**config.mk**
```make
export PLATFORM = sky130hd
export DESIGN_NAME = or_lsb_adder
export DESIGN_NICKNAME = d
export VERILOG_FILES = /design/src/rtl/or_add_pkg.sv /design/src/rtl/rst_release_sync.sv /design/src/rtl/lsb_or_stage.sv /design/src/rtl/msb_ripple_stage.sv /design/src/rtl/result_stage.sv /design/src/rtl/or_lsb_adder.sv
export SDC_FILE = /design/constraint.sdc
export NUM_CORES = 1
export LEC_CHECK = 0
export BUFFER_PORTS_ARGS = -buffer_cell sky130_fd_sc_hd__buf_4
export CAP_MARGIN = 15
export CORE_MARGIN = 2
export CORE_UTILIZATION = 44
export DETAILED_ROUTE_END_ITERATION = 7
export HOLD_SLACK_MARGIN = 0.15
export PLACE_DENSITY = 0.82
export REMOVE_ABC_BUFFERS = 1
export SETUP_SLACK_MARGIN = 0.05
export SYNTH_ARGS = -nofsm -noshare
export SYNTH_HDL_FRONTEND = slang
export SYNTH_HIERARCHICAL = 1
export SYNTH_SLANG_ARGS = --single-unit
```
**constraint.sdc**
```tcl
create_clock -name clk -period 0.9 [get_ports clk]
set_clock_uncertainty 0.05 [all_clocks]
set_input_delay 0.09 -clock clk [delete_from_list [all_inputs] [get_ports clk]]
set_output_delay 0.09 -clock clk [all_outputs]
set_load 0.01 [all_outputs]
```
**src/rtl/or_add_pkg.sv**
```systemverilog
package or_add_pkg;
  typedef enum logic {
    OUT_COMB = 1'b0,
    OUT_REG  = 1'b1
  } out_mode_e;
endpackage

```
**src/rtl/rst_release_sync.sv**
```systemverilog
module rst_release_sync (
  input  logic clk,
  input  logic rst_n,
  output logic rst_q
);
  logic [1:0] stage_q;
  logic [1:0] stage_nxt;

  always_comb begin
    stage_nxt = {stage_q[0], 1'b1};
  end

  always_ff @(posedge clk or negedge rst_n) begin
    if (!rst_n) stage_q <= 2'b00;
    else        stage_q <= stage_nxt;
  end

  assign rst_q = stage_q[1];
endmodule

```
**src/rtl/lsb_or_stage.sv**
```systemverilog
module lsb_or_stage #(
  parameter int LW = 4
) (
  input  logic [LW-1:0] a_lo,
  input  logic [LW-1:0] b_lo,
  output logic [LW-1:0] s_lo,
  output logic          c_up
);
  genvar i;
  generate
    for (i = 0; i < LW; i++) begin : g_bit
      assign s_lo[i] = a_lo[i] | b_lo[i];
    end
  endgenerate

  // Only the top pair of the low section feeds the exact section.
  assign c_up = a_lo[LW-1] & b_lo[LW-1];
endmodule

```
**src/rtl/msb_ripple_stage.sv**
```systemverilog
module msb_ripple_stage #(
  parameter int HW = 8
) (
  input  logic [HW-1:0] a_hi,
  input  logic [HW-1:0] b_hi,
  input  logic          c_in,
  output logic [HW-1:0] s_hi,
  output logic          c_out
);
  logic [HW:0] chain;
  assign chain[0] = c_in;

  genvar i;
  generate
    for (i = 0; i < HW; i++) begin : g_fa
      logic half_x;
      assign half_x      = a_hi[i] ^ b_hi[i];
      assign s_hi[i]     = half_x ^ chain[i];
      assign chain[i+1]  = (a_hi[i] & b_hi[i]) | (half_x & chain[i]);
    end
  endgenerate

  assign c_out = chain[HW];
endmodule

```
**src/rtl/result_stage.sv**
```systemverilog
module result_stage
  import or_add_pkg::*;
#(
  parameter int        W    = 17,
  parameter out_mode_e MODE = OUT_REG
) (
  input  logic         clk,
  input  logic         rst_n,
  input  logic         v_in,
  input  logic [W-1:0] d_in,
  output logic         v_out,
  output logic [W-1:0] d_out
);
  generate
    if (MODE == OUT_REG) begin : g_reg
      logic [W-1:0] d_q, d_nxt;
      logic         v_q;

      always_comb begin
        d_nxt = v_in ? d_in : d_q;
      end

      always_ff @(posedge clk or negedge rst_n) begin
        if (!rst_n) begin
          d_q <= '0;
          v_q <= 1'b0;
        end else begin
          d_q <= d_nxt;
          v_q <= v_in;
        end
      end

      assign d_out = d_q;
      assign v_out = v_q;
    end else begin : g_comb
      assign d_out = d_in;
      assign v_out = v_in;
    end
  endgenerate
endmodule

```
**src/rtl/or_lsb_adder.sv**
```systemverilog
module or_lsb_adder
  import or_add_pkg::*;
#(
  parameter int        WIDTH = 16,
  parameter int        LOW_W = 6,
  parameter out_mode_e MODE  = OUT_REG
) (
  input  logic             clk,
  input  logic             rst_n,
  input  logic             in_valid,
  input  logic [WIDTH-1:0] op_a,
  input  logic [WIDTH-1:0] op_b,
  output logic             out_valid,
  output logic [WIDTH-1:0] sum,
  output logic             carry_out
);
  localparam int HI_W = WIDTH - LOW_W;
  localparam int RES_W = WIDTH + 1;

  logic [WIDTH-1:0] sum_c;
  logic             cout_c;
  logic             cross_c;
  logic             rst_q;
  logic [RES_W-1:0] res_q;

  rst_release_sync u_rst (
    .clk   (clk),
    .rst_n (rst_n),
    .rst_q (rst_q)
  );

  generate
    if (LOW_W > 0) begin : g_lo
      lsb_or_stage #(.LW(LOW_W)) u_lo (
        .a_lo (op_a[LOW_W-1:0]),
        .b_lo (op_b[LOW_W-1:0]),
        .s_lo (sum_c[LOW_W-1:0]),
        .c_up (cross_c)
      );
    end else begin : g_nolo
      assign cross_c = 1'b0;
    end

    if (HI_W > 0) begin : g_hi
      msb_ripple_stage #(.HW(HI_W)) u_hi (
        .a_hi  (op_a[WIDTH-1:LOW_W]),
        .b_hi  (op_b[WIDTH-1:LOW_W]),
        .c_in  (cross_c),
        .s_hi  (sum_c[WIDTH-1:LOW_W]),
        .c_out (cout_c)
      );
    end else begin : g_nohi
      assign cout_c = cross_c;
    end
  endgenerate

  result_stage #(.W(RES_W), .MODE(MODE)) u_out (
    .clk   (clk),
    .rst_n (rst_q),
    .v_in  (in_valid),
    .d_in  ({cout_c, sum_c}),
    .v_out (out_valid),
    .d_out (res_q)
  );

  assign sum       = res_q[WIDTH-1:0];
  assign carry_out = res_q[WIDTH];

  generate
    if (MODE == OUT_REG) begin : g_chk

      valid_lat_chk: assert property (@(posedge clk) disable iff (!rst_q)
        in_valid |=> out_valid);

      idle_hold_chk: assert property (@(posedge clk) disable iff (!rst_q)
        !in_valid |=> (!out_valid && $stable({carry_out, sum})));
      if (LOW_W > 0) begin : g_lo_chk

        low_or_chk: assert property (@(posedge clk) disable iff (!rst_q)
          in_valid |=> sum[LOW_W-1:0] == $past(op_a[LOW_W-1:0] | op_b[LOW_W-1:0]));
      end
      if (LOW_W > 0 && HI_W > 0) begin : g_hi_chk

        upper_exact_chk: assert property (@(posedge clk) disable iff (!rst_q)
          in_valid |=> {carry_out, sum[WIDTH-1:LOW_W]} ==
            $past({1'b0, op_a[WIDTH-1:LOW_W]} + {1'b0, op_b[WIDTH-1:LOW_W]}
                  + {{HI_W{1'b0}}, op_a[LOW_W-1] & op_b[LOW_W-1]}));
      end
      if (LOW_W == 0) begin : g_exact_chk

        exact_sum_chk: assert property (@(posedge clk) disable iff (!rst_q)
          in_valid |=> {carry_out, sum} == $past({1'b0, op_a} + {1'b0, op_b}));
      end
      if (HI_W == 0) begin : g_full_chk

        full_and_carry_chk: assert property (@(posedge clk) disable iff (!rst_q)
          in_valid |=> carry_out == $past(op_a[WIDTH-1] & op_b[WIDTH-1]));
      end
    end
  endgenerate
endmodule

```
# After elaboration in Yosys (flattened, before gate mapping)

Cells that the tools add are included.

Output and inout bits: 18
Register bits after elaboration: 20

Bitwise gates (word level): 57

Operators with widths:

| kind          | number |
|---|---|
| $and A1 B1 Y1 | 21 |
| $xor A1 B1 Y1 | 20 |
| $or A1 B1 Y1  | 16 |

# Longest topological paths before layout

Word-level depth: 21
Gate-level depth with buffers: 16
Depth with buffers taken out: 16

# Cells and area by module

Netlist, hierarchy kept.

Modules (own cells, without submodules):

| module           | cells each | instances | area each (um^2) | seq. area each (um^2) |
|---|---|---|---|---|
| result_stage     | 37         | 1         | 710.7            | 450.4 |
| msb_ripple_stage | 20         | 1         | 237.7            | 0.0 |
| rst_release_sync | 3          | 1         | 53.8             | 50.0 |
| lsb_or_stage     | 7          | 1         | 45.0             | 0.0 |

# Least setup slack after synthesis

No wires, ideal clock.

Kind: input -> register
From: input port op_a[5]
To: register u_out.g_reg.d_q[15], in the netlist u_out/d_out[15]
Setup slack: -3349 ps
Data required time: 786 ps
Setup time: 64 ps
Stages: 16
Data arrival time: 4135 ps
Cells stage by stage: and2_2 -> inv_1 -> fa_1 -> inv_1 -> fa_1 -> fa_1 -> fa_1 -> fa_1 -> fa_1 -> fa_1 -> fa_1 -> fa_1 -> inv_1 -> fa_1 -> inv_1 -> mux2_4

Longest elaborated chain between the ends: 20

RTL lines:

| what                   | RTL line               | RTL |
|---|---|---|
| start: declaration     | or_lsb_adder.sv:11     | `input logic [WIDTH-1:0] op_a,` |
| $and A1 B1 Y1          | lsb_or_stage.sv:17     | `assign c_up = a_lo[LW-1] & b_lo[LW-1];` |
| $and A1 B1 Y1          | msb_ripple_stage.sv:19 | `assign chain[i+1] = (a_hi[i] & b_hi[i]) \| (half_x & chain[i]);` |
| $or A1 B1 Y1           | msb_ripple_stage.sv:19 |  |
| $and A1 B1 Y1          | msb_ripple_stage.sv:19 |  |
| $or A1 B1 Y1           | msb_ripple_stage.sv:19 |  |
| $and A1 B1 Y1          | msb_ripple_stage.sv:19 |  |
| $or A1 B1 Y1           | msb_ripple_stage.sv:19 |  |
| $and A1 B1 Y1          | msb_ripple_stage.sv:19 |  |
| (+5 left out)          | --                     |  |
| $and A1 B1 Y1          | msb_ripple_stage.sv:19 |  |
| $or A1 B1 Y1           | msb_ripple_stage.sv:19 |  |
| $and A1 B1 Y1          | msb_ripple_stage.sv:19 |  |
| $or A1 B1 Y1           | msb_ripple_stage.sv:19 |  |
| $and A1 B1 Y1          | msb_ripple_stage.sv:19 |  |
| $or A1 B1 Y1           | msb_ripple_stage.sv:19 |  |
| $xor A1 B1 Y1          | msb_ripple_stage.sv:18 | `assign s_hi[i] = half_x ^ chain[i];` |
| via sum_c[15]          | or_lsb_adder.sv:20     | `logic [WIDTH-1:0] sum_c;` |
| end signal: assignment | result_stage.sv:28     | `d_q <= d_nxt;` |
| end: declaration       | result_stage.sv:16     | `logic [W-1:0] d_q, d_nxt;` |

The timed path passes the listed nets, and every way through them passes these cells.
A chain may end at the register's enable or synchronous reset.

# Worst setup path after layout

From: input port op_a[5]
To: register u_out.g_reg.d_q[15], in the netlist u_out/d_out[15]

Longest elaborated chain between the ends: 20

RTL lines:

| what          | RTL line               | RTL |
|---|---|---|
| $and A1 B1 Y1 | lsb_or_stage.sv:17     |  |
| via cross_c   | or_lsb_adder.sv:22     | `logic cross_c;` |
| $and A1 B1 Y1 | msb_ripple_stage.sv:19 |  |
| $or A1 B1 Y1  | msb_ripple_stage.sv:19 |  |
| $and A1 B1 Y1 | msb_ripple_stage.sv:19 |  |
| $or A1 B1 Y1  | msb_ripple_stage.sv:19 |  |
| $and A1 B1 Y1 | msb_ripple_stage.sv:19 |  |
| $or A1 B1 Y1  | msb_ripple_stage.sv:19 |  |
| (+6 left out) | --                     |  |
| $and A1 B1 Y1 | msb_ripple_stage.sv:19 |  |
| $or A1 B1 Y1  | msb_ripple_stage.sv:19 |  |
| $and A1 B1 Y1 | msb_ripple_stage.sv:19 |  |
| $or A1 B1 Y1  | msb_ripple_stage.sv:19 |  |
| $and A1 B1 Y1 | msb_ripple_stage.sv:19 |  |
| $or A1 B1 Y1  | msb_ripple_stage.sv:19 |  |
| $xor A1 B1 Y1 | msb_ripple_stage.sv:18 |  |
| via sum_c[15] | or_lsb_adder.sv:20     |  |

The timed path passes the listed nets, and every way through them passes these cells.

==> impl_results.md <==
* Peak Freq at 0.2621 GHz
* Fin Setup TNS at -18.83 ns
* Wirelength per Cell at roughly 14 um
* Filler Cell Count at around 150
* CP Max Fanout at 2
* Share of cells above drive strength 1 at 0.7481
* Dpl ws at -3.669 ns
* Gate power share at 0.391
* Endpoints failing setup at 31
* Pins Over Slew Limit at 0
* Initial antenna violation count at 0
* Sequential Power Share at 0.420
* Clk buf depth at 2
* Die ar. at between 2000 and 3000 um2
* Worst VDD drop at around 1.1 mV
* Setup Crit Path Kind: in -> reg
* Number of global-route vias before repair at 814
* Yosys warning count at 6
* Global route overflow at 0
* Cell mode on critical path: fa_2
* Chip Width at between 50 and 60 um
* ANT cells at 0
* Inserted Clock Buffers at 3
* Post-layout minimum cycle time at 3.815 ns
* I/O pin cnt at between 50 and 60
* Design Area, Final at 1707 um2
* DRC at 0
* Rows at 17
* CP max-delay cell: fa_2
* Req. time, crit path at 1.10 ns
* Worst setup margin at -2.915 ns
* Gpl congestion at approximately 0.65
* Failing checks: setup timing
* Clock power frac at 0.189
* Max incr delay on CP at 0.43 ns
* Number of max-cap violations at 0
* Final Routed Wirelength at approximately 2300 um
* Delay-heaviest family, CP: adder cells
* CTS tree: built
* CP arrival at between 4 and 5 ns
* Leak Pwr at between 0.8 and 0.9 nW
* CTS Sinks at 20
* Total GRT Usage at 0.1870
* Max H-tree Level at 1
* Post-route ant nets at 0
* Switching pwr at 0.7387 mW
* Final hold violations at 0
* Syn avg cell area at 15.63 um2
* Hold Crit Class: in -> reg
* Seq/Total Area, Yosys at 0.4779
* Type of origin of the critical path: input pin
* DR pass1 iterations at 2
* Clk slew on worst S/H paths at ~0.11 ns
* Core area at about 2200 um2
* Initial Utilization at 0.4689
* Worst-path cell chain: buf_6 -> and2_4 -> inv_2 -> fa_2 -> inv_2 -> fa_2 -> fa_2 -> fa_2 -> fa_2 -> fa_2 -> fa_2 -> fa_2 -> fa_2 -> inv_2 -> fa_2 -> inv_2 -> mux2_4
* Commonest non-fill, non-tap cells in the layout: buf_4 (41), buf_6 (22), dfrtp_1 (20)
* Placed Instance Area at 1456 um2
* Commonest non-fill, non-tap cell in the layout: buf_4
* Worst setup EP type: register
* Layout Nets at roughly 180
* Die height at between 50 and 60 um
* Vias per cell at between 4 and 5
* Post-CTS Hold Buffers at 3
* Total power draw at ~2.8 mW
* Clock Root Buffer: clkbuf_4
* Status: complete, but fails checks
* Port buffer count at 52
* Register bit total from synthesis at 20
* CP Buf/Inv Count at 5
* Area grow syn2layout at 62.96%
* Power Density at between 1500 and 2000 nW/um2
* RSZ-0062 raised after global routing: yes
* FF/Latch Area at about 500 um2
* Hold Worst Slack at 0.04282 ns
* Detailed Place HPWL at ~1600 um
* Crit share post-route at 4.239
* Largest net degree at the start of global routing at 19
* Skew-Pair Late Insertion Delay at approximately 0.3 ns
* Synth cell types at 10
* Mapped Area at approximately 1000 um2
* DR iter-0 viols at 5
* First-pass GRT wire length at 3553 um
* Multi-input logic area at 511.7 um2
* Cell internal pwr at approximately 2.0 mW
* DR vias at 724
* Synth Instances at 67
* Switching share of power at 0.2680
==> per-layer routing <==
metal / wire (um) / track usage / vias to the layer above
met5: 0 / 0 / -
met4: 28 / 0.07692 / 0
met3: 126 / 0.02571 / 4
met2: 1265 / 0.3292 / 33
met1: 864 / 0.2283 / 345
li1: - / - / 342
==> power by group through the flow <==
stage | Sequential [mW] | Clock [mW] | Combinational [mW]
finish | 1.16 | 0.521 | 1.08
global route | 1.17 | 0.588 | 1.15
CTS | 1.15 | 0.531 | 1.03
detailed placement | 1.14 | 0 | 0.805
global placement | 1.14 | 0 | 0.773
floorplan | 1.21 | 0 | 0.287
==> worst register-to-register path: stages (launching register included) <==
cell     delay (ns)
dfrtp_1        0.42
buf_4          0.14
mux2_4         0.27
==> flip-flops by register name, indices dropped and copies added (netlist names) <==
register / flops
u_out/d_out: 17
u_out/v_out: 1
u_rst/stage_q: 2
==> path summary, 6_finish.rpt <==
check	from	endpoint	slack [ns]	cells after the start
min reg2reg	u_rst/stage_q[1]$_DFF_PN0_	u_out/d_out[12]$_DFFE_PN0P_	0.13	1
max reg2reg	u_out/d_out[12]$_DFFE_PN0P_	u_out/d_out[12]$_DFFE_PN0P_	-0.08	2
max	op_a[5]	u_out/d_out[15]$_DFFE_PN0P_	-2.91	17
max in group asynchronous	rst_n	u_rst/stage_q[1]$_DFF_PN0_	0.10	3
min	op_a[4]	u_out/d_out[4]$_DFFE_PN0P_	0.04	3
min in group asynchronous	u_rst/stage_q[1]$_DFF_PN0_	u_out/d_out[12]$_DFFE_PN0P_	0.13	1
==> through the flow <==
stage	utilization	instances
2_1_floorplan	-	65
3_3_place_gp	0.6521	147
3_5_place_dp	0.6521	147
4_1_cts	0.7541	161
5_1_grt	0.7641	163
6_report	0.7641	163
==> cells in the mapped netlist <==
cell	instances	area share
mux2_4	10	0.14
and2_2	1	0.0072
fa_1	10	0.19
inv_1	10	0.036
mux2_2	7	0.075
buf_12	1	0.019
buf_6	1	0.011
dfrtp_1	20	0.48
or2_1	6	0.036
conb_1	1	0.0036
==> cell type report <==
class,count,share of cell area
timing repair buffer,66,0.3431
multi-input combinational,35,0.2999
sequential,20,0.2933
inverter,10,0.02199
clock buffer,4,0.02126
tap,28,0.02053
==> cell families after synthesis <==
kind of cell               Yosys count  share of synthesized area
muxes                               17                     0.2186
other                                1                   0.003581
adders and majority gates           10                     0.1912
buffers and inverters               12                    0.06571
and+or+nand+nor                      7                    0.04302
DFF                                 20                     0.4779
==> what timing repair did <==
action	4_1_cts	5_1_grt
cloned	0	0
gates resized for setup	37	4
endpoints found under the setup margin	29	32
endpoints found under the hold margin	23	6
buffers inserted	7	2
No activity file was read; power rests on OpenSTA's default activity.
